$ cat config.mk
export PLATFORM = sky130hd
export DESIGN_NAME = aud_serial_rx
export DESIGN_NICKNAME = d
export VERILOG_FILES = /design/src/rtl/asr_pkg.sv /design/src/rtl/asr_sampler.sv /design/src/rtl/asr_framer.sv /design/src/rtl/asr_lane.sv /design/src/rtl/aud_serial_rx.sv
export SDC_FILE = /design/constraint.sdc
export NUM_CORES = 1
export LEC_CHECK = 0
export CAP_MARGIN = 25
export CORE_UTILIZATION = 35
export CTS_CLUSTER_DIAMETER = 30
export DETAILED_ROUTE_END_ITERATION = 6
export GPL_TIMING_DRIVEN = 0
export PLACE_DENSITY = 0.54
export SYNTH_ARGS = -nofsm -noshare
export SYNTH_HDL_FRONTEND = slang
export SYNTH_SLANG_ARGS = --single-unit
$ cat constraint.sdc
create_clock -name clk -period 5.9 [get_ports clk]
set_input_delay 0.885 -clock clk [delete_from_list [all_inputs] [get_ports clk]]
set_output_delay 0.885 -clock clk [all_outputs]
set_load 0.1 [all_outputs]
$ cat src/rtl/asr_pkg.sv
package asr_pkg;

  localparam int OUT_W = 32;
  localparam int IDX_W = 7;
  localparam logic [IDX_W-1:0] IDX_MAX = '1;

  typedef enum logic [1:0] {
    FMT_RJ  = 2'b00,
    FMT_LJ  = 2'b01,
    FMT_I2S = 2'b10,
    FMT_DSP = 2'b11
  } asr_fmt_e;

  // number of bits in a word for a length code
  function automatic logic [IDX_W-1:0] asr_bits(input logic [1:0] wl);
    case (wl)
      2'd0:    return IDX_W'(16);
      2'd1:    return IDX_W'(20);
      2'd2:    return IDX_W'(24);
      default: return IDX_W'(32);
    endcase
  endfunction

  // sign-extend the low bits of a raw shift register
  function automatic logic [OUT_W-1:0] asr_extend(input logic [OUT_W-1:0] raw,
                                                  input logic [1:0] wl);
    case (wl)
      2'd0:    return {{16{raw[15]}}, raw[15:0]};
      2'd1:    return {{12{raw[19]}}, raw[19:0]};
      2'd2:    return {{8{raw[23]}}, raw[23:0]};
      default: return raw;
    endcase
  endfunction

  // two's complement negation, clamped at the most negative value
  function automatic logic [OUT_W-1:0] asr_negate(input logic [OUT_W-1:0] v);
    if (v == {1'b1, {(OUT_W-1){1'b0}}}) return {1'b0, {(OUT_W-1){1'b1}}};
    return ~v + OUT_W'(1);
  endfunction

  function automatic logic [OUT_W-1:0] asr_shape(input logic [OUT_W-1:0] raw,
                                                 input logic [1:0] wl,
                                                 input logic rev);
    logic [OUT_W-1:0] ext;
    ext = asr_extend(raw, wl);
    return rev ? asr_negate(ext) : ext;
  endfunction

endpackage

$ cat src/rtl/asr_sampler.sv
module asr_sampler #(
  parameter int NUM_LINES   = 3,
  parameter int SYNC_STAGES = 2
) (
  input  logic                 clk,
  input  logic                 rst_n,
  input  logic                 bclk,
  input  logic                 lrclk,
  input  logic [NUM_LINES-1:0] sdata,
  input  logic                 bclk_inv,
  output logic                 stb,
  output logic                 lr_smp,
  output logic [NUM_LINES-1:0] dat_smp
);
  localparam int VEC_W = NUM_LINES + 2;

  logic [SYNC_STAGES-1:0][VEC_W-1:0] sync_q;
  logic                              nb_prev_q;
  logic [VEC_W-1:0]                  last_v;
  logic                              nb_now;

  always_ff @(posedge clk or negedge rst_n) begin
    if (!rst_n) begin
      sync_q    <= '0;
      nb_prev_q <= 1'b1;
    end else begin
      sync_q[0] <= {bclk, lrclk, sdata};
      for (int k = 1; k < SYNC_STAGES; k++) sync_q[k] <= sync_q[k-1];
      nb_prev_q <= nb_now;
    end
  end

  assign last_v  = sync_q[SYNC_STAGES-1];
  assign nb_now  = last_v[VEC_W-1] ^ bclk_inv;
  assign stb     = nb_now & ~nb_prev_q;
  assign lr_smp  = last_v[NUM_LINES];
  assign dat_smp = last_v[NUM_LINES-1:0];
endmodule

$ cat src/rtl/asr_framer.sv
module asr_framer
  import asr_pkg::*;
(
  input  logic       clk,
  input  logic       rst_n,
  input  logic       stb,
  input  logic       lr,
  input  logic [1:0] fmt,
  input  logic [1:0] wlen,
  input  logic       lr_ctl,
  output logic       chg,
  output logic       shift_en,
  output logic       close_l,
  output logic       close_r,
  output logic       emit,
  output logic       cap_next,
  output logic       cfg_err
);
  logic             have_prev_q, lr_prev_q, locked_q, left_ok_q;
  logic [IDX_W-1:0] idx_q, idx_now, nbits, off, std_off;
  logic             is_dsp, is_i2s, is_rj, prev_left, lock_now;

  assign is_dsp = (fmt == FMT_DSP);
  assign is_i2s = (fmt == FMT_I2S);
  assign is_rj  = (fmt == FMT_RJ);
  assign nbits  = asr_bits(wlen);

  assign cfg_err  = is_rj && (wlen == 2'b11);
  assign cap_next = is_dsp;

  // frame boundary: any level change, or a rising pulse in DSP mode
  assign chg = stb && have_prev_q &&
               (is_dsp ? (lr && !lr_prev_q) : (lr != lr_prev_q));

  assign idx_now = chg ? '0 : ((idx_q == IDX_MAX) ? IDX_MAX : idx_q + IDX_W'(1));

  assign std_off   = is_i2s ? IDX_W'(1) : IDX_W'(0);
  assign off       = is_dsp ? {{(IDX_W-1){1'b0}}, lr_ctl} : std_off;
  assign prev_left = lr_prev_q ^ is_i2s ^ lr_ctl;
  assign lock_now  = locked_q || chg;

  always_comb begin
    if (is_dsp) begin
      shift_en = stb && lock_now && (idx_now >= off) && (idx_now < off + 2*nbits);
      close_l  = stb && lock_now && (idx_now == off + nbits - IDX_W'(1));
      close_r  = stb && lock_now && (idx_now == off + 2*nbits - IDX_W'(1));
    end else begin
      shift_en = stb && (is_rj || ((idx_now >= off) && (idx_now < off + nbits)));
      close_l  = chg && locked_q && prev_left;
      close_r  = chg && locked_q && !prev_left;
    end
  end

  assign emit = close_r && left_ok_q && !cfg_err;

  always_ff @(posedge clk or negedge rst_n) begin
    if (!rst_n) begin
      have_prev_q <= 1'b0;
      lr_prev_q   <= 1'b0;
      locked_q    <= 1'b0;
      left_ok_q   <= 1'b0;
      idx_q       <= IDX_MAX;
    end else begin
      if (stb) begin
        have_prev_q <= 1'b1;
        lr_prev_q   <= lr;
        idx_q       <= idx_now;
      end
      if (chg) locked_q <= 1'b1;
      if (close_l)      left_ok_q <= 1'b1;
      else if (close_r) left_ok_q <= 1'b0;
    end
  end
endmodule

$ cat src/rtl/asr_lane.sv
module asr_lane
  import asr_pkg::*;
(
  input  logic             clk,
  input  logic             rst_n,
  input  logic             bit_in,
  input  logic             shift_en,
  input  logic             close_l,
  input  logic             emit,
  input  logic             cap_next,
  input  logic [1:0]       wlen,
  input  logic             rev,
  output logic [OUT_W-1:0] left_w,
  output logic [OUT_W-1:0] right_w,
  output logic             valid
);
  logic [OUT_W-1:0] shreg_q, hold_l_q, sh_next, src;

  assign sh_next = shift_en ? {shreg_q[OUT_W-2:0], bit_in} : shreg_q;
  assign src     = cap_next ? sh_next : shreg_q;

  always_ff @(posedge clk or negedge rst_n) begin
    if (!rst_n) begin
      shreg_q  <= '0;
      hold_l_q <= '0;
      left_w   <= '0;
      right_w  <= '0;
      valid    <= 1'b0;
    end else begin
      shreg_q <= sh_next;
      valid   <= emit;
      if (close_l) hold_l_q <= src;
      if (emit) begin
        left_w  <= asr_shape(hold_l_q, wlen, rev);
        right_w <= asr_shape(src, wlen, rev);
      end
    end
  end
endmodule

$ cat src/rtl/aud_serial_rx.sv
module aud_serial_rx
  import asr_pkg::*;
#(
  parameter int NUM_LINES   = 3,
  parameter int SYNC_STAGES = 2
) (
  input  logic                       clk,
  input  logic                       rst_n,
  input  logic                       bclk_i,
  input  logic                       lrclk_i,
  input  logic [NUM_LINES-1:0]       sdata_i,
  input  logic [1:0]                 fmt_i,
  input  logic [1:0]                 wlen_i,
  input  logic                       bclk_inv_i,
  input  logic                       lr_ctl_i,
  input  logic [NUM_LINES-1:0]       rev_i,
  output logic [NUM_LINES*OUT_W-1:0] left_o,
  output logic [NUM_LINES*OUT_W-1:0] right_o,
  output logic [NUM_LINES-1:0]       valid_o,
  output logic                       cfg_err_o
);
  logic                 smp_stb, smp_lr;
  logic [NUM_LINES-1:0] smp_dat;
  logic                 frm_chg, frm_shift, frm_close_l, frm_close_r, frm_emit, frm_cap_next;

  asr_sampler #(.NUM_LINES(NUM_LINES), .SYNC_STAGES(SYNC_STAGES)) sampler_i (
    .clk(clk), .rst_n(rst_n), .bclk(bclk_i), .lrclk(lrclk_i), .sdata(sdata_i),
    .bclk_inv(bclk_inv_i), .stb(smp_stb), .lr_smp(smp_lr), .dat_smp(smp_dat)
  );

  asr_framer framer_i (
    .clk(clk), .rst_n(rst_n), .stb(smp_stb), .lr(smp_lr), .fmt(fmt_i), .wlen(wlen_i),
    .lr_ctl(lr_ctl_i), .chg(frm_chg), .shift_en(frm_shift), .close_l(frm_close_l),
    .close_r(frm_close_r), .emit(frm_emit), .cap_next(frm_cap_next), .cfg_err(cfg_err_o)
  );

  for (genvar g = 0; g < NUM_LINES; g++) begin : g_lane
    asr_lane lane_i (
      .clk(clk), .rst_n(rst_n), .bit_in(smp_dat[g]), .shift_en(frm_shift),
      .close_l(frm_close_l), .emit(frm_emit), .cap_next(frm_cap_next), .wlen(wlen_i),
      .rev(rev_i[g]), .left_w(left_o[g*OUT_W +: OUT_W]), .right_w(right_o[g*OUT_W +: OUT_W]),
      .valid(valid_o[g])
    );
  end
endmodule

# After elaboration in Yosys (flattened, before gate mapping)
# Cells that the tools add are included.
# word_totals
elab_cells,144
latchBits,0
in_bits,16
mem_bits_rw,0
mem_count,0
mem_bits_ro,0
out_inout_bits,196
register_bits,407
# classes
add_sub_neg,11
n_lt_le_gt_ge,3
n_mul,0
n_bitwise,11
shift,0
eq_ne,15
div,0
reduce_logical,24
mux,59
# ops
cell,count
$mux 32,30
$pmux 32 s3,6
$add 32x1->32 const B,6
$eq 32x32->1 const B,6
$not 32->32,6
$eq 7x32->1,1
$lt 7x32->1,1
$sub 32x1->32 const B,1
$mux 7,3
$mux 1,19
$pmux 6 s3,1
$logic_and 1x1->1,16
$add 7x7->8,1
$eq 2x2->1 const B,4
$add 7x1->7 const B,1
$add 7x6->7,1
$eq 7x7->1,1
$eq 7x7->1 const B,1
$ge 7x7->1,1
$lt 7x7->1,1
$sub 7x1->7 const B,1
$logic_not 2->1,2
$logic_not 1->1,3
$xor 1x1->1,3
6 further kinds,7

# Depth between registers and ports, before layout
# Gate-level depths: netlist of run 1.
# logic_depth
depth_word,19
depth_mapped,27
ltp_nobuf,24

# Modules after synthesis
# A second synthesis of run 1 with hierarchy kept.
# hier_totals
hier_cells,2491
area_unflattened_um2,23690.2
# by_module_without_submodules
module,instances,cells_per_inst,seq_area_each_um2,area_each_um2
asr_lane,3,774,3228.1,7350.8
asr_framer,1,153,284.0,1321.3
asr_sampler,1,16,276.5,316.6

# Least setup slack after synthesis of run 1
# No wires, ideal clock.
# synth_path
path_type,input port to flip-flop
from,input fmt_i[0]
to,register g_lane[2].lane_i.right_w[13]
path_slack_ps,-551
arrival_ps,6373
stages,25
n_path_buf,5
setup_time_ps,78
required_ps,5822
cell_sequence,buf_2 -> a21o_1 -> a2111oi_4 -> buf_2 -> a21o_1 -> ha_1 -> nand2b_1 -> a211oi_1 -> a31oi_1 -> o21ai_4 -> buf_2 -> buf_2 -> a21oi_1 -> o32ai_2 -> mux2_2 -> mux2i_1 -> ha_1 -> inv_1 -> a31oi_2 -> nand4_2 -> or4_4 -> nor4b_4 -> nor2_2 -> buf_2 -> a21oi_1
# synth_between
elab_chain_cells,18
elab_cells_between_ends,45
cone_classes,add/sub: 4; order compare: 3; eq/ne: 4; mux: 14; bitwise: 3; reduce/logical: 17
# synth_lines
item,line_no,text
from (decl),aud_serial_rx.sv:12,"input logic [1:0] fmt_i,"
branches (longest 8 deep; another with $lt 7x32->1),n/a,
$mux 1 *,asr_framer.sv:43,if (is_dsp) begin
$mux 32 *,asr_lane.sv:19,"assign sh_next = shift_en ? {shreg_q[OUT_W-2:0], bit_in} : shreg_q;"
via g_lane[2].lane_i.sh_next[1],asr_lane.sv:17,"logic [OUT_W-1:0] shreg_q, hold_l_q, sh_next, src;"
$mux 32 *,asr_lane.sv:20,assign src = cap_next ? sh_next : shreg_q;
$pmux 32 s3 *,asr_pkg.sv:27,case (wl)
$mux 32 *,asr_lane.sv:33,if (emit) begin
branches (longest 3 deep; another with $add 32x1->32),n/a,
$mux 32 *,asr_pkg.sv:38,return ~v + OUT_W'(1);
$mux 32 *,asr_pkg.sv:46,return rev ? asr_negate(ext) : ext;
to (signal assigned),asr_lane.sv:35,"right_w <= asr_shape(src, wlen, rev);"
to (decl),asr_lane.sv:14,"output logic [OUT_W-1:0] right_w,"
# Mark *: on every way through the listed nets, which the timed path passes. The select of a mux whose other input is x is not followed.
# A chain may end at the register's enable or synchronous reset.

# Final worst setup path of run 1
# layout_path
from,input wlen_i[1]
to,register g_lane[2].lane_i.right_w[12]
# layout_between
elab_chain_cells,17
elab_cells_between_ends,33
cone_classes,add/sub: 4; order compare: 2; eq/ne: 5; mux: 11; bitwise: 1; reduce/logical: 10
# layout_lines
item,line_no,text
from (decl),aud_serial_rx.sv:13,"input logic [1:0] wlen_i,"
"$eq 2x2->1, or another cell as far along",asr_pkg.sv:16,case (wl)
$pmux 6 s3 *,asr_pkg.sv:16,
branches (longest 5 deep; another with $lt 7x32->1),n/a,
$mux 1 *,asr_framer.sv:43,
$mux 32 *,asr_lane.sv:19,
via g_lane[2].lane_i.sh_next[0],asr_lane.sv:17,
$mux 32 *,asr_lane.sv:20,
$pmux 32 s3 *,asr_pkg.sv:27,
$mux 32 *,asr_lane.sv:33,
branches (longest 3 deep; another with $add 32x1->32),n/a,
$mux 32 *,asr_pkg.sv:38,
$mux 32 *,asr_pkg.sv:46,
# Marks and branches as above.

==> results of run 1 <==
[routing by layer]
layer,global-route usage,routed length [um],vias to the layer above
li1,-,-,10200
met3,0.0517,8260,246
met1,0.399,43000,11400
met4,0.140,4820,2
met2,0.475,47200,1140
met5,0,9,-
[cells by family after synthesis]
kind of cell,share of synthesized area
AO/OA/AOI/OAI,0.202
XOR/XNOR,0.0571
adder cells (fa/ha/maj),0.0134
buffers and inverters,0.0419
flip-flops,0.437
multiplexers,0.0761
AND/OR/NAND/NOR,0.172
[worst max-delay path: cells and delay by family]
| family | cells | cell delay (ns) |
|---|---|---|
| buffers and inverters | 12 | 2.04 |
| adders and majority gates | 3 | 0.75 |
| AOI/OAI and AO/OA | 6 | 1.18 |
| and+or+nand+nor | 4 | 1.11 |
| muxes | 2 | 0.50 |
[power by group through the flow]
stage | registers [W] | clock network, W | logic (W)
5_1_grt | 0.00539 | 0.00621 | 0.0116
2_1_floorplan | 0.00958 | 0 | 0.00338
3_3_place_gp | 0.00522 | 0 | 0.0106
6_report | 0.00523 | 0.00599 | 0.0111
3_5_place_dp | 0.00523 | 0 | 0.0107
4_1_cts | 0.00521 | 0.00605 | 0.0109
[layout make-up]
| cell class | count | area share |
|---|---|---|
| repair buffers | 269 | 0.0876 |
| clock inverters | 74 | 0.0294 |
| plain buffers | 182 | 0.0297 |
| multi-input cells | 2002 | 0.401 |
| inverters | 47 | 0.00572 |
| clock buffers | 122 | 0.0886 |
| well taps | 864 | 0.0343 |
| flip-flops and latches | 407 | 0.323 |
| diodes | 1 | 0.0000794 |
[metrics by stage]
stage | instances | hold slack, ns | setup TNS (ns) | util | total power (W)
final | 3968 | 0.209 | -0.264 | 0.479 | 0.0223
after global routing | 3967 | 0.236 | -5.00 | 0.479 | 0.0232
after CTS | 3952 | 0.226 | 0 | 0.472 | 0.0221
after detailed placement | 3729 | 0.337 | -731.15 | 0.408 | 0.0159
after global placement | 3714 | 0.333 | -6481.66 | 0.404 | 0.0159
after floorplan | 2641 | 0.331 | -3.07 | - | 0.0130
[worst paths after layout]
| kind | endpoint | slack, ns | cells after the start |
|---|---|---|---|
| worst max-delay path | g_lane[2].lane_i.right_w[12] | -0.05 | 27 |
| worst min-delay path | g_lane[2].lane_i.left_w[14] | 0.21 | 1 |
| worst max register to register | g_lane[2].lane_i.right_w[12] | 0.02 | 29 |
| worst min register to register | sampler_i.last_v[1] | 0.35 | 0 |
| max in group asynchronous | g_lane[0].lane_i.left_w[16] | 4.51 | 2 |
| min in group clk | sampler_i.last_v[1] | 0.35 | 0 |
[timing repair]
action                     in CTS  in global routing
pin swaps                      14                 30
setup endpoints to repair     374                132
cloned                          1                  1
setup buffers                  28                 16
resized for setup              71                 78
[cell usage in the layout (no fill, tap or decap), types with 15 or more instances in the layout]
cell and count:
sky130_fd_sc_hd__o31ai_1 34, sky130_fd_sc_hd__bufinv_16 17, sky130_fd_sc_hd__clkinv_2 28, sky130_fd_sc_hd__nor2_1 365, sky130_fd_sc_hd__xnor2_1 73, sky130_fd_sc_hd__inv_1 41, sky130_fd_sc_hd__clkbuf_16 109, sky130_fd_sc_hd__o21ai_0 149
sky130_fd_sc_hd__or3_1 21, sky130_fd_sc_hd__nand3_1 46, sky130_fd_sc_hd__a31oi_1 56, sky130_fd_sc_hd__nor4_1 18, sky130_fd_sc_hd__nand2_1 260, sky130_fd_sc_hd__xor2_1 76, sky130_fd_sc_hd__nand2b_1 15, sky130_fd_sc_hd__a21oi_1 310
sky130_fd_sc_hd__nor3_1 38, sky130_fd_sc_hd__ha_1 18, sky130_fd_sc_hd__clkdlybuf4s50_1 205, sky130_fd_sc_hd__mux2i_1 52, sky130_fd_sc_hd__a22oi_1 17, sky130_fd_sc_hd__buf_2 32, sky130_fd_sc_hd__a21oi_2 23, sky130_fd_sc_hd__dfrtp_1 399
sky130_fd_sc_hd__clkbuf_1 109, sky130_fd_sc_hd__buf_4 53, sky130_fd_sc_hd__mux2_2 103, sky130_fd_sc_hd__and3_1 17
[flip-flops by register name, indices dropped and copies added, names as in the netlist]
register and flops:
framer_i.lr_prev_q 1, framer_i.idx_q 7, sampler_i.last_v 5, g_lane.lane_i.valid 1
framer_i.locked_q 1, framer_i.left_ok_q 1, g_lane.lane_i.left_w 96, sampler_i.sync_q 5
g_lane.lane_i.shreg_q 96, sampler_i.nb_prev_q 1, g_lane.lane_i.hold_l_q 96, framer_i.have_prev_q 1
g_lane.lane_i.right_w 96
==> results summary, run 1 <==
The run finished, with violations left. The final reports fail on negative setup slack. The area of the placeable core came out at 65900 um2. The portion of synthesized cell area occupied by the leading cell type came out at 0.428. The number of global-route vias before repair came out at 22500. The internal power is 0.0112 W. The mapped cell area came out at 23300 um2. The maximum fanout along the worst path came out at 12. Summed over all nets, the switching power comes to 0.0111 W. The sequential share of power is 0.235. The average footprint of a synthesized cell is 8.83 um2. The max-slew violation total from the final report came out at 0. The largest total area in the synthesized netlist belongs to sky130_fd_sc_hd__dfrtp_1.

The worst reg2reg path startpoint is framer_i.lr_prev_q. The max-capacitance violation count is 0. Yosys instantiated no cell more often than sky130_fd_sc_hd__dfrtp_1.

The pre-antenna-repair detailed-routing pass consisted of 6 iterations. The library cell used as clock root buffer is sky130_fd_sc_hd__clkbuf_16. The total global-route track usage is 0.300. The number of antenna violations at the first check in global routing is 4. The die is 260 um tall. The register area is 10200 um2. The switching power share of the total is 0.499. The number of clock buffers added by TritonCTS is 104. The count of flip-flops with a built-in enable after synthesis is 0. Ranked by total cell area, the synthesized netlist is headed by sky130_fd_sc_hd__dfrtp_1 43%, sky130_fd_sc_hd__a21oi_1 7.2%, sky130_fd_sc_hd__nor2_1 6.0%, sky130_fd_sc_hd__mux2_2 5.1%, sky130_fd_sc_hd__nand2_1 4.2%. The areal power density over the cells came out at 708 nW/um2. Clock-pin slew was measured on the worst setup and hold paths at 0.04 ns. Clock latency on the worst-skew pair, taken at its later pin, is 0.66 ns. The hold buffer count at CTS is 0. The die outline area came out at 67600 um2. Setup slack on the critical path of the routed design comes to -0.0496 ns. The post-route clock skew is 0.0222 ns. Counting flops with an async set or reset pin after synthesis yields a share of 1.00. The ratio of routed vias to standard cells is 5.79.

The sum of routed wire length over all layers is 103000 um. For this block, the initial DRC count from the detailed router was 2504. After filler insertion, the fill cell instance count of the layout stands at 6330. The origin of the worst setup path is wlen_i[1].

The final period demand of the worst path came out at 5.95 ns. The starting utilization of the core area came out at 0.354. After global routing the overflow that remains totals 0. The final-report hold violation count is 0. The sequential cell area fraction in the yosys report came out at 0.437. The weighted congestion reported at the end of routability-driven placement is 0.956. The logic gate share of total power is 0.497. The I/O pin total came out at 212. The worst pin sits at a relative slew slack of 0.187. The number of nets produced by synthesis came out at 2682. The clock tree from TritonCTS is yes. The level count of the clock H-tree is 3.

The count of input and output buffers came out at 209. In this run the static leakage power is 13.4 nW. Counting instances in the post-synthesis netlist gives the leading cell types as 399 x sky130_fd_sc_hd__dfrtp_1, 371 x sky130_fd_sc_hd__nor2_1, 335 x sky130_fd_sc_hd__a21oi_1. In the synthesized netlist the dominant register cell turns out to be sky130_fd_sc_hd__dfrtp_1.

Of the available clock period, the critical path in the final layout requires 1.01. The worst ir drop on vdd is 0.472 mV. The top achievable clock speed came out at 168 MHz. Setup repair after global routing could not meet its margin everywhere.

For the worst setup path, the data required time is 6.47 ns. The sort of element at the start of the critical path is an input pin. The maximum number of pins on one net before global-route repair came out at 121. The number of sinks on the clock net came out at 407. The most numerous cell type found on the critical path is sky130_fd_sc_hd__buf_6.

The endpoint arrival time on the critical path is 6.52 ns. The worst setup timing slack at the placement stage came out at -3.35 ns. Summed over all nets, the half-perimeter wirelength after detailed placement is 73800 um.

The nature of the critical path endpoint is a flop. After technology mapping, the gate count stands at 2641. The classification of the worst setup path is in2reg.

The multi-input combinational cells in the finished layout cover a total of 12600 um2. The maximum clock insertion buffer count is 3. Detailed routing inserted a total of 23000 vias. The setup-violating endpoint count in the final report is 16. The summed area of non-filler cells in the final layout is 31500 um2. The first global-routing pass estimated 149000 um of wire. The cell area after placement came out at 26900 um2. The register bit count reported by yosys is 407. On the critical path, the stage with the largest delay is an instance of sky130_fd_sc_hd__or4_4. The post-detailed-route DRC marker count is 0. The net count of the finished layout is 3054. The number of warning messages in the yosys log came out at 0. The mean routed wirelength per cell is 26.0 um.

The relative contribution of the clock network to total power is 0.268. The actual slew at the worst max-slew pin came out at 1.22 ns. The number of rows in the core area came out at 94. The number of distinct standard cells referenced by the synthesized netlist is 95. The width of the die came out at 260 um.

For this run, the slowest stage of the critical path takes 0.62 ns. The area growth from synthesis to layout is 35.2%. The number of routed nets with antenna violations came out at 0. In this run the worst hold path is classified as in2async.

The fraction of layout instances using a drive strength above 1 came out at 0.177.
(Power assumes the default switching activity.)
==> inputs of run 2 (changes only) <==
--- a/constraint.sdc
+++ b/constraint.sdc
@@ -3,2 +3,2 @@
 set_output_delay 0.885 -clock clk [all_outputs]
-set_load 0.1 [all_outputs]
+set_load 0.02 [all_outputs]
==> run 2 against run 1 <==
Against the previous run: the flow now finishes without violations; count of clock-buffer cells in the layout up 16; routed wire length down 0.45%; design area up 0.20%; flip-flop and latch count unchanged; hold slack better by 0.037 ns; die area unchanged; non-clock buffer count unchanged; sequential power about the same; register-to-register slack better by 0.05 ns; setup slack better by 0.061 ns; clock skew up 0.016 ns; critical endpoint is now g_lane[2].lane_i.right_w[3].
==> results summary, run 2 (synthesized netlist as in run 1, its figures left out) <==
Run status: completed (was finished with violations). The number of routed nets with antenna violations is 0 (unchanged). The worst ir drop on vdd came out at 0.250 mV (was 0.472 mV). The maximum fanout along the worst path was 12 (unchanged).

The actual slew at the worst max-slew pin is 1.13 ns (was 1.22 ns). The setup-violating endpoint count in the final report came out at 0 (was 16). The mean routed wirelength per cell came out at 25.9 um (was 26.0 um). The slack of the worst reg-to-reg path is 0.07 ns (was 0.02 ns). The fraction of layout instances using a drive strength above 1 came out at 0.173 (was 0.177).

Commonest cells after routing, fill and taps aside: 399 x sky130_fd_sc_hd__dfrtp_1, 368 x sky130_fd_sc_hd__nor2_1, 319 x sky130_fd_sc_hd__a21oi_1 (was 399 x sky130_fd_sc_hd__dfrtp_1, 365 x sky130_fd_sc_hd__nor2_1, 310 x sky130_fd_sc_hd__a21oi_1). The global-route wire length before repair came out at 149000 um (about the same). The max-capacitance violation count was 0 (unchanged).

The ratio of routed vias to standard cells is 5.78 (was 5.79). The post-route clock period utilization was 0.998 (was 1.01). The height of the chip is 260 um (unchanged). The net count of the finished layout is 3058 (was 3054). The insertion delay to the later sink of the worst-skew pair is 0.67 ns (was 0.66 ns). The total via count in the routed design came out at 23000 (about the same). The placed instance count came out at 3731 (was 3729). The total leakage power came out at 13.4 nW (about the same). The library cell used as clock root buffer was sky130_fd_sc_hd__clkbuf_16 (unchanged). The register area is 10200 um2 (unchanged). The starting utilization of the core area came out at 0.354 (unchanged). The final design utilization came out at 0.480 (was 0.479). The count of input and output buffers came to 209 (unchanged). The total global-route track usage came out at 0.300 (about the same). The maximum clock insertion buffer count was 3 (unchanged).

The die outline area came out at 67600 um2 (unchanged). The level count of the clock H-tree is 3 (unchanged). The maximum number of pins on one net before global-route repair is 117 (was 121). Setup repair after global routing missed its margin: true (unchanged). The final-report hold violation count is 0 (unchanged). The residual overflow from global routing came to 0 (unchanged). The CTS clock-pin slew for the worst setup and hold paths came to 0.05 ns (was 0.04 ns). The clock buffer count from CTS is 108 (was 104). The area of the placeable core is 65900 um2 (unchanged).

The final period demand of the worst path is 5.89 ns (was 5.95 ns). The count of placed standard cells in the final layout, fillers left out is 3975 (was 3968). The DRC marker count from the first detailed-route iteration came to 2269 (was 2504). The sum of routed wire length over all layers came out at 103000 um (about the same).

The type of the worst min-delay path is in2async (unchanged). The depth of the worst register-to-register path is 26 (was 29). The nature of the critical path endpoint is a flop (unchanged). The leading cell type in the layout, fill and taps excluded is sky130_fd_sc_hd__dfrtp_1 (unchanged). The post-detailed-route DRC marker count came to 0 (unchanged). The worst slew margin relative to its limit came out at 0.250 (was 0.187). The area taken by multi-input logic gates came out at 12600 um2 (about the same). The number of antenna violations at the first check in global routing came out at 5 (was 4). The max-slew violation total from the final report came out at 0 (unchanged). The critical path data required time is 6.47 ns (about the same). The number of rows in the core area came to 94 (unchanged). The number of sinks on the clock net came out at 407 (unchanged). The length of the first detailed-routing pass in iterations is 6 (unchanged). The I/O pin total is 212 (unchanged). The width of the die came to 260 um (unchanged). The areal power density over the cells is 584 nW/um2 (was 708 nW/um2). The top achievable clock speed is 170 MHz (was 168 MHz). The number of filler cells placed in the layout is 6277 (was 6330). The clock tree from TritonCTS was yes (unchanged). The post-route clock skew is 0.0378 ns (was 0.0222 ns). The weighted congestion reported at the end of routability-driven placement came out at 0.966 (was 0.956).

The classification of the worst setup path is in2reg (unchanged). The sort of element at the start of the critical path is an input pin (unchanged). The final-layout worst hold slack is 0.246 ns (was 0.209 ns). The end of the worst register-to-register path was g_lane[2].lane_i.right_w[3] (was g_lane[2].lane_i.right_w[12]). The number of global-route vias before repair is 22400 (was 22500). The endpoint arrival time on the critical path is 6.46 ns (was 6.52 ns).

The worst reg2reg path startpoint is framer_i.lr_prev_q (unchanged). The area growth from synthesis to final layout is 35.5% (was 35.2%). The post-detailed-placement half-perimeter wirelength came out at 74300 um (was 73800 um).
## run 2: how the worst max path moves through the flow
stage,startpoint,endpoint,slack (ns),cells past startpoint
after floorplan,fmt_i[0],g_lane[2].lane_i.right_w[4],-0.14,25
after detailed placement,wlen_i[0],g_lane[0].lane_i.right_w[21],-3.04,27
after CTS,framer_i.lr_prev_q,g_lane[0].lane_i.right_w[25],0.003,28
final,wlen_i[1],g_lane[2].lane_i.right_w[3],0.01,26
after global routing,framer_i.lr_prev_q,g_lane[2].lane_i.right_w[1],-0.10,27
after global placement,rst_n,g_lane[0].lane_i.left_w[2],-14.28,1
## run 2: layout make-up
class	instances	area share
Clock buffer	138	0.0958
Buffer	178	0.0282
Tap cell	864	0.0342
Clock inverter	64	0.0253
Antenna cell	2	0.000158
Sequential cell	407	0.323
Inverter	47	0.00570
Timing Repair Buffer	273	0.0890
Multi-Input combinational cell	2002	0.399
## run 2: report_power, final
part | total (W) | internal, W | switching (W) | leakage [nW]
clock | 0.00612 | 0.00421 | 0.00190 | 1.85
sequential | 0.00526 | 0.00402 | 0.00124 | 5.09
combinational | 0.00707 | 0.00306 | 0.00401 | 6.48
total | 0.0184 | 0.0113 | 0.00715 | 13.4
## run 2: what timing repair did
item | CTS | global route
pin swaps | 14 | 21
setup endpoints to repair | 363 | 105
gates cloned | 1 | 1
hold buffers | 0 | 0
setup buffers | 24 | 21
resized for setup | 62 | 52
## run 2: stage by stage
stage               instance area (um2)  setup TNS, ns  power (W)  setup slack, ns
finish                            31600              0     0.0184           0.0112
global route                      31600          -2.16     0.0194           -0.101
CTS                               31200              0     0.0183          0.00337
detailed placement                26900        -648.90     0.0120            -3.04
global placement                  26600       -6443.67     0.0119           -14.28
floorplan                         23400          -3.05    0.00904           -0.138
## run 2: per-layer routing
layer | share of wire | global-route usage
met1 | 0.42 | 0.405
met2 | 0.45 | 0.462
met3 | 0.084 | 0.0539
met4 | 0.049 | 0.146
met5 | 0 | 0
## run 2: critical path, stage by stage
cell                              delay, ns
sky130_fd_sc_hd__clkdlybuf4s15_2       0.29
sky130_fd_sc_hd__ha_4                  0.20
sky130_fd_sc_hd__buf_8                 0.17
sky130_fd_sc_hd__clkinvlp_4            0.11
sky130_fd_sc_hd__clkbuf_8              0.19
sky130_fd_sc_hd__buf_6                 0.18
sky130_fd_sc_hd__clkbuf_8              0.22
sky130_fd_sc_hd__ha_4                  0.30
sky130_fd_sc_hd__inv_2                 0.04
sky130_fd_sc_hd__a21o_1                0.18
sky130_fd_sc_hd__a2111oi_4             0.47
sky130_fd_sc_hd__a21oi_4               0.10
sky130_fd_sc_hd__o32ai_4               0.17
sky130_fd_sc_hd__buf_6                 0.22
sky130_fd_sc_hd__mux2_4                0.33
sky130_fd_sc_hd__mux2i_4               0.16
sky130_fd_sc_hd__ha_2                  0.23
sky130_fd_sc_hd__inv_2                 0.06
sky130_fd_sc_hd__a31oi_4               0.18
sky130_fd_sc_hd__nand4_4               0.17
sky130_fd_sc_hd__or4_4                 0.62
sky130_fd_sc_hd__nor4b_4               0.28
sky130_fd_sc_hd__buf_6                 0.18
sky130_fd_sc_hd__nor2_4                0.10
sky130_fd_sc_hd__buf_4                 0.21
sky130_fd_sc_hd__a21oi_1               0.13
==> inputs of run 3 (changes only) <==
CORE_MARGIN = 2   (was unset)
==> run 3 against run 2 <==
Against the previous run: non-clock buffer count is 4 higher; sequential share of layout area down 0.18 points; setup slack better by 0.0059 ns; combinational power rose by 2%; maximum frequency up 0.10%; sequential power is essentially flat; design area up 0.55%; global-route usage down 0.26 points; die area grew 1.5%; critical path depth did not move.
==> results summary, run 3 (synthesized netlist as in run 1, its figures left out) <==
The areal power density over the cells is 587 nW/um2 (was 584 nW/um2). The ratio of routed vias to standard cells was 5.77 (was 5.78). The setup TNS is 0 ns (unchanged). The endpoint arrival time on the critical path is 6.44 ns (was 6.46 ns). The final total power came out at 0.0186 W (was 0.0184 W). The worst ir drop on vdd is 0.248 mV (was 0.250 mV). The total leakage power came out at 13.5 nW (was 13.4 nW). The width of the die came out at 262 um (was 260 um). The area growth from synthesis to final layout was 36.3% (was 35.5%). The net count of the finished layout is 3061 (was 3058). The number of sinks on the clock net was 407 (unchanged). The final design utilization is 0.482 (was 0.480). The post-detailed-route DRC marker count came out at 0 (unchanged).

The post-route clock skew is 0.0204 ns (was 0.0378 ns). The worst reg2reg path startpoint is framer_i.lr_prev_q (unchanged). The hold buffer count at CTS is 0 (unchanged).

The sum of routed wire length over all layers came out at 104000 um (was 103000 um). The worst setup timing slack at the placement stage is -3.13 ns (was -3.04 ns). The actual slew at the worst max-slew pin was 1.16 ns (was 1.13 ns). The fraction of layout instances using a drive strength above 1 came to 0.176 (was 0.173). The number of global-route vias before repair is 22600 (was 22400). The type of the worst min-delay path is in2async (unchanged). The number of antenna violations at the first check in global routing came to 3 (was 5). The max-slew violation total from the final report is 0 (unchanged). The leading cell type in the layout, fill and taps excluded is sky130_fd_sc_hd__dfrtp_1 (unchanged). The sort of element at the start of the critical path is an input pin (unchanged). The global-route wire length before repair came to 150000 um (was 149000 um). The clock buffer count from CTS is 106 (was 108). The depth of the worst register-to-register path came out at 25 (was 26). The slack of the worst reg-to-reg path is 0.07 ns (about the same). The DRC marker count from the first detailed-route iteration is 2284 (was 2269). The clock tree from TritonCTS is yes (unchanged). The total global-route track usage came to 0.298 (was 0.300). The insertion delay to the later sink of the worst-skew pair is 0.65 ns (was 0.67 ns). The maximum number of pins on one net before global-route repair came out at 107 (was 117). The maximum clock insertion buffer count is 3 (unchanged). The length of the first detailed-routing pass in iterations was 6 (unchanged). The area of the placeable core came out at 65900 um2 (unchanged). The origin of the worst setup path is wlen_i[1] (unchanged). Setup repair after global routing missed its margin: true (unchanged). The count of input and output buffers was 209 (unchanged). The mean routed wirelength per cell is 26.2 um (was 25.9 um). The max-capacitance violation count is 0 (unchanged). The CTS clock-pin slew for the worst setup and hold paths came out at 0.04 ns (was 0.05 ns). The worst-case setup margin in the final layout is 0.0171 ns (was 0.0112 ns). The final-report hold violation count came to 0 (unchanged).

The top achievable clock speed came out at 170 MHz (about the same). Run status: completed (unchanged). The final period demand of the worst path came out at 5.88 ns (was 5.89 ns). The number of routed nets with antenna violations came out at 0 (unchanged). The total via count in the routed design is 23000 (about the same). The level count of the clock H-tree is 3 (unchanged).

The I/O pin total was 212 (unchanged). Commonest cells after routing, fill and taps aside: 399 x sky130_fd_sc_hd__dfrtp_1, 367 x sky130_fd_sc_hd__nor2_1, 321 x sky130_fd_sc_hd__a21oi_1 (was 399 x sky130_fd_sc_hd__dfrtp_1, 368 x sky130_fd_sc_hd__nor2_1, 319 x sky130_fd_sc_hd__a21oi_1). The post-detailed-placement half-perimeter wirelength is 75400 um (was 74300 um).

The residual overflow from global routing is 0 (unchanged). The maximum fanout along the worst path came out at 12 (unchanged). The end of the worst register-to-register path was g_lane[2].lane_i.right_w[5] (was g_lane[2].lane_i.right_w[3]). The library cell used as clock root buffer is sky130_fd_sc_hd__clkbuf_16 (unchanged). The starting utilization of the core area came out at 0.354 (unchanged).

The number of rows in the core area came out at 94 (unchanged). The post-route clock period utilization came to 0.997 (was 0.998). The classification of the worst setup path is in2reg (unchanged).

The worst slew margin relative to its limit is 0.229 (was 0.250). The die outline area came out at 68700 um2 (was 67600 um2). The endpoint of the worst setup timing path is g_lane[2].lane_i.right_w[5] (was g_lane[2].lane_i.right_w[3]). The nature of the critical path endpoint was a flop (unchanged). The critical path data required time is 6.46 ns (was 6.47 ns). The height of the chip is 262 um (was 260 um). The setup-violating endpoint count in the final report is 0 (unchanged). The weighted congestion reported at the end of routability-driven placement came out at 0.977 (was 0.966).
[run 3: how the worst min path moves through the flow]
stage | startpoint | slack (ns) | depth (start not counted) | end
final | rst_n | 0.20 | 1 | g_lane[2].lane_i.left_w[13]
after global routing | rst_n | 0.28 | 1 | g_lane[2].lane_i.left_w[13]
after CTS | rst_n | 0.24 | 1 | g_lane[2].lane_i.left_w[13]
after detailed placement | sampler_i.sync_q[1] | 0.34 | 0 | sampler_i.last_v[1]
after global placement | sampler_i.sync_q[1] | 0.33 | 0 | sampler_i.last_v[1]
after floorplan | sampler_i.sync_q[0] | 0.33 | 0 | sampler_i.last_v[0]
[run 3: worst max-delay path, cell delays in order]
cell and delay (ns):
sky130_fd_sc_hd__clkdlybuf4s15_2 0.28, sky130_fd_sc_hd__ha_4 0.20, sky130_fd_sc_hd__buf_6 0.19, sky130_fd_sc_hd__clkinvlp_4 0.12, sky130_fd_sc_hd__clkbuf_8 0.20, sky130_fd_sc_hd__buf_6 0.18, sky130_fd_sc_hd__clkbuf_8 0.22, sky130_fd_sc_hd__ha_4 0.30
sky130_fd_sc_hd__inv_2 0.04, sky130_fd_sc_hd__a21o_1 0.18, sky130_fd_sc_hd__a2111oi_4 0.49, sky130_fd_sc_hd__a21oi_4 0.10, sky130_fd_sc_hd__o32ai_4 0.16, sky130_fd_sc_hd__buf_6 0.19, sky130_fd_sc_hd__mux2_4 0.33, sky130_fd_sc_hd__mux2i_4 0.20
sky130_fd_sc_hd__ha_4 0.20, sky130_fd_sc_hd__inv_4 0.04, sky130_fd_sc_hd__a31oi_4 0.19, sky130_fd_sc_hd__nand4_4 0.16, sky130_fd_sc_hd__or4_4 0.62, sky130_fd_sc_hd__nor4b_4 0.28, sky130_fd_sc_hd__buf_6 0.19, sky130_fd_sc_hd__nor2_4 0.09
sky130_fd_sc_hd__buf_8 0.22, sky130_fd_sc_hd__a21oi_2 0.13
[run 3: metal layers]
layer	part of all wire	wire length (um)	GRT usage	vias to the layer above
met2	0.45	47100	0.465	1087
met3	0.083	8610	0.0569	217
li1	-	-	-	10200
met5	0	0	0	-
met4	0.045	4670	0.140	0
met1	0.42	43800	0.398	11500
[run 3: layout make-up]
type / instances / area (um2)
antenna: 4 / 10.0
buffer: 179 / 901
clock buffer: 129 / 2930
clock inverter: 71 / 938
fill: 6247 / 34100
inverter: 47 / 183
multi-input combinational: 2003 / 12700
sequential: 407 / 10200
tap: 864 / 1080
timing repair buffer: 276 / 2840
[run 3: stage by stage]
| stage | instance area [um2] | hold WS, ns | cells |
|---|---|---|---|
| finish | 31800 | 0.203 | 3980 |
| global route | 31700 | 0.278 | 3976 |
| CTS | 31300 | 0.239 | 3957 |
| detailed placement | 27000 | 0.336 | 3733 |
| global placement | 26600 | 0.334 | 3714 |
| floorplan | 23400 | 0.331 | 2641 |
[run 3: what timing repair did]
action,CTS,global route
resized for setup,72,61
pin swaps,12,28
cloned,2,1
buffers inserted,27,19
setup endpoints to repair,365,99
endpoints found under the hold margin,0,0
[run 3: report_power, final]
part	internal (W)	switching, W	total, W
logic	0.00311	0.00410	0.00722
registers	0.00402	0.00122	0.00524
clock network	0.00431	0.00187	0.00618
total	0.0114	0.00719	0.0186
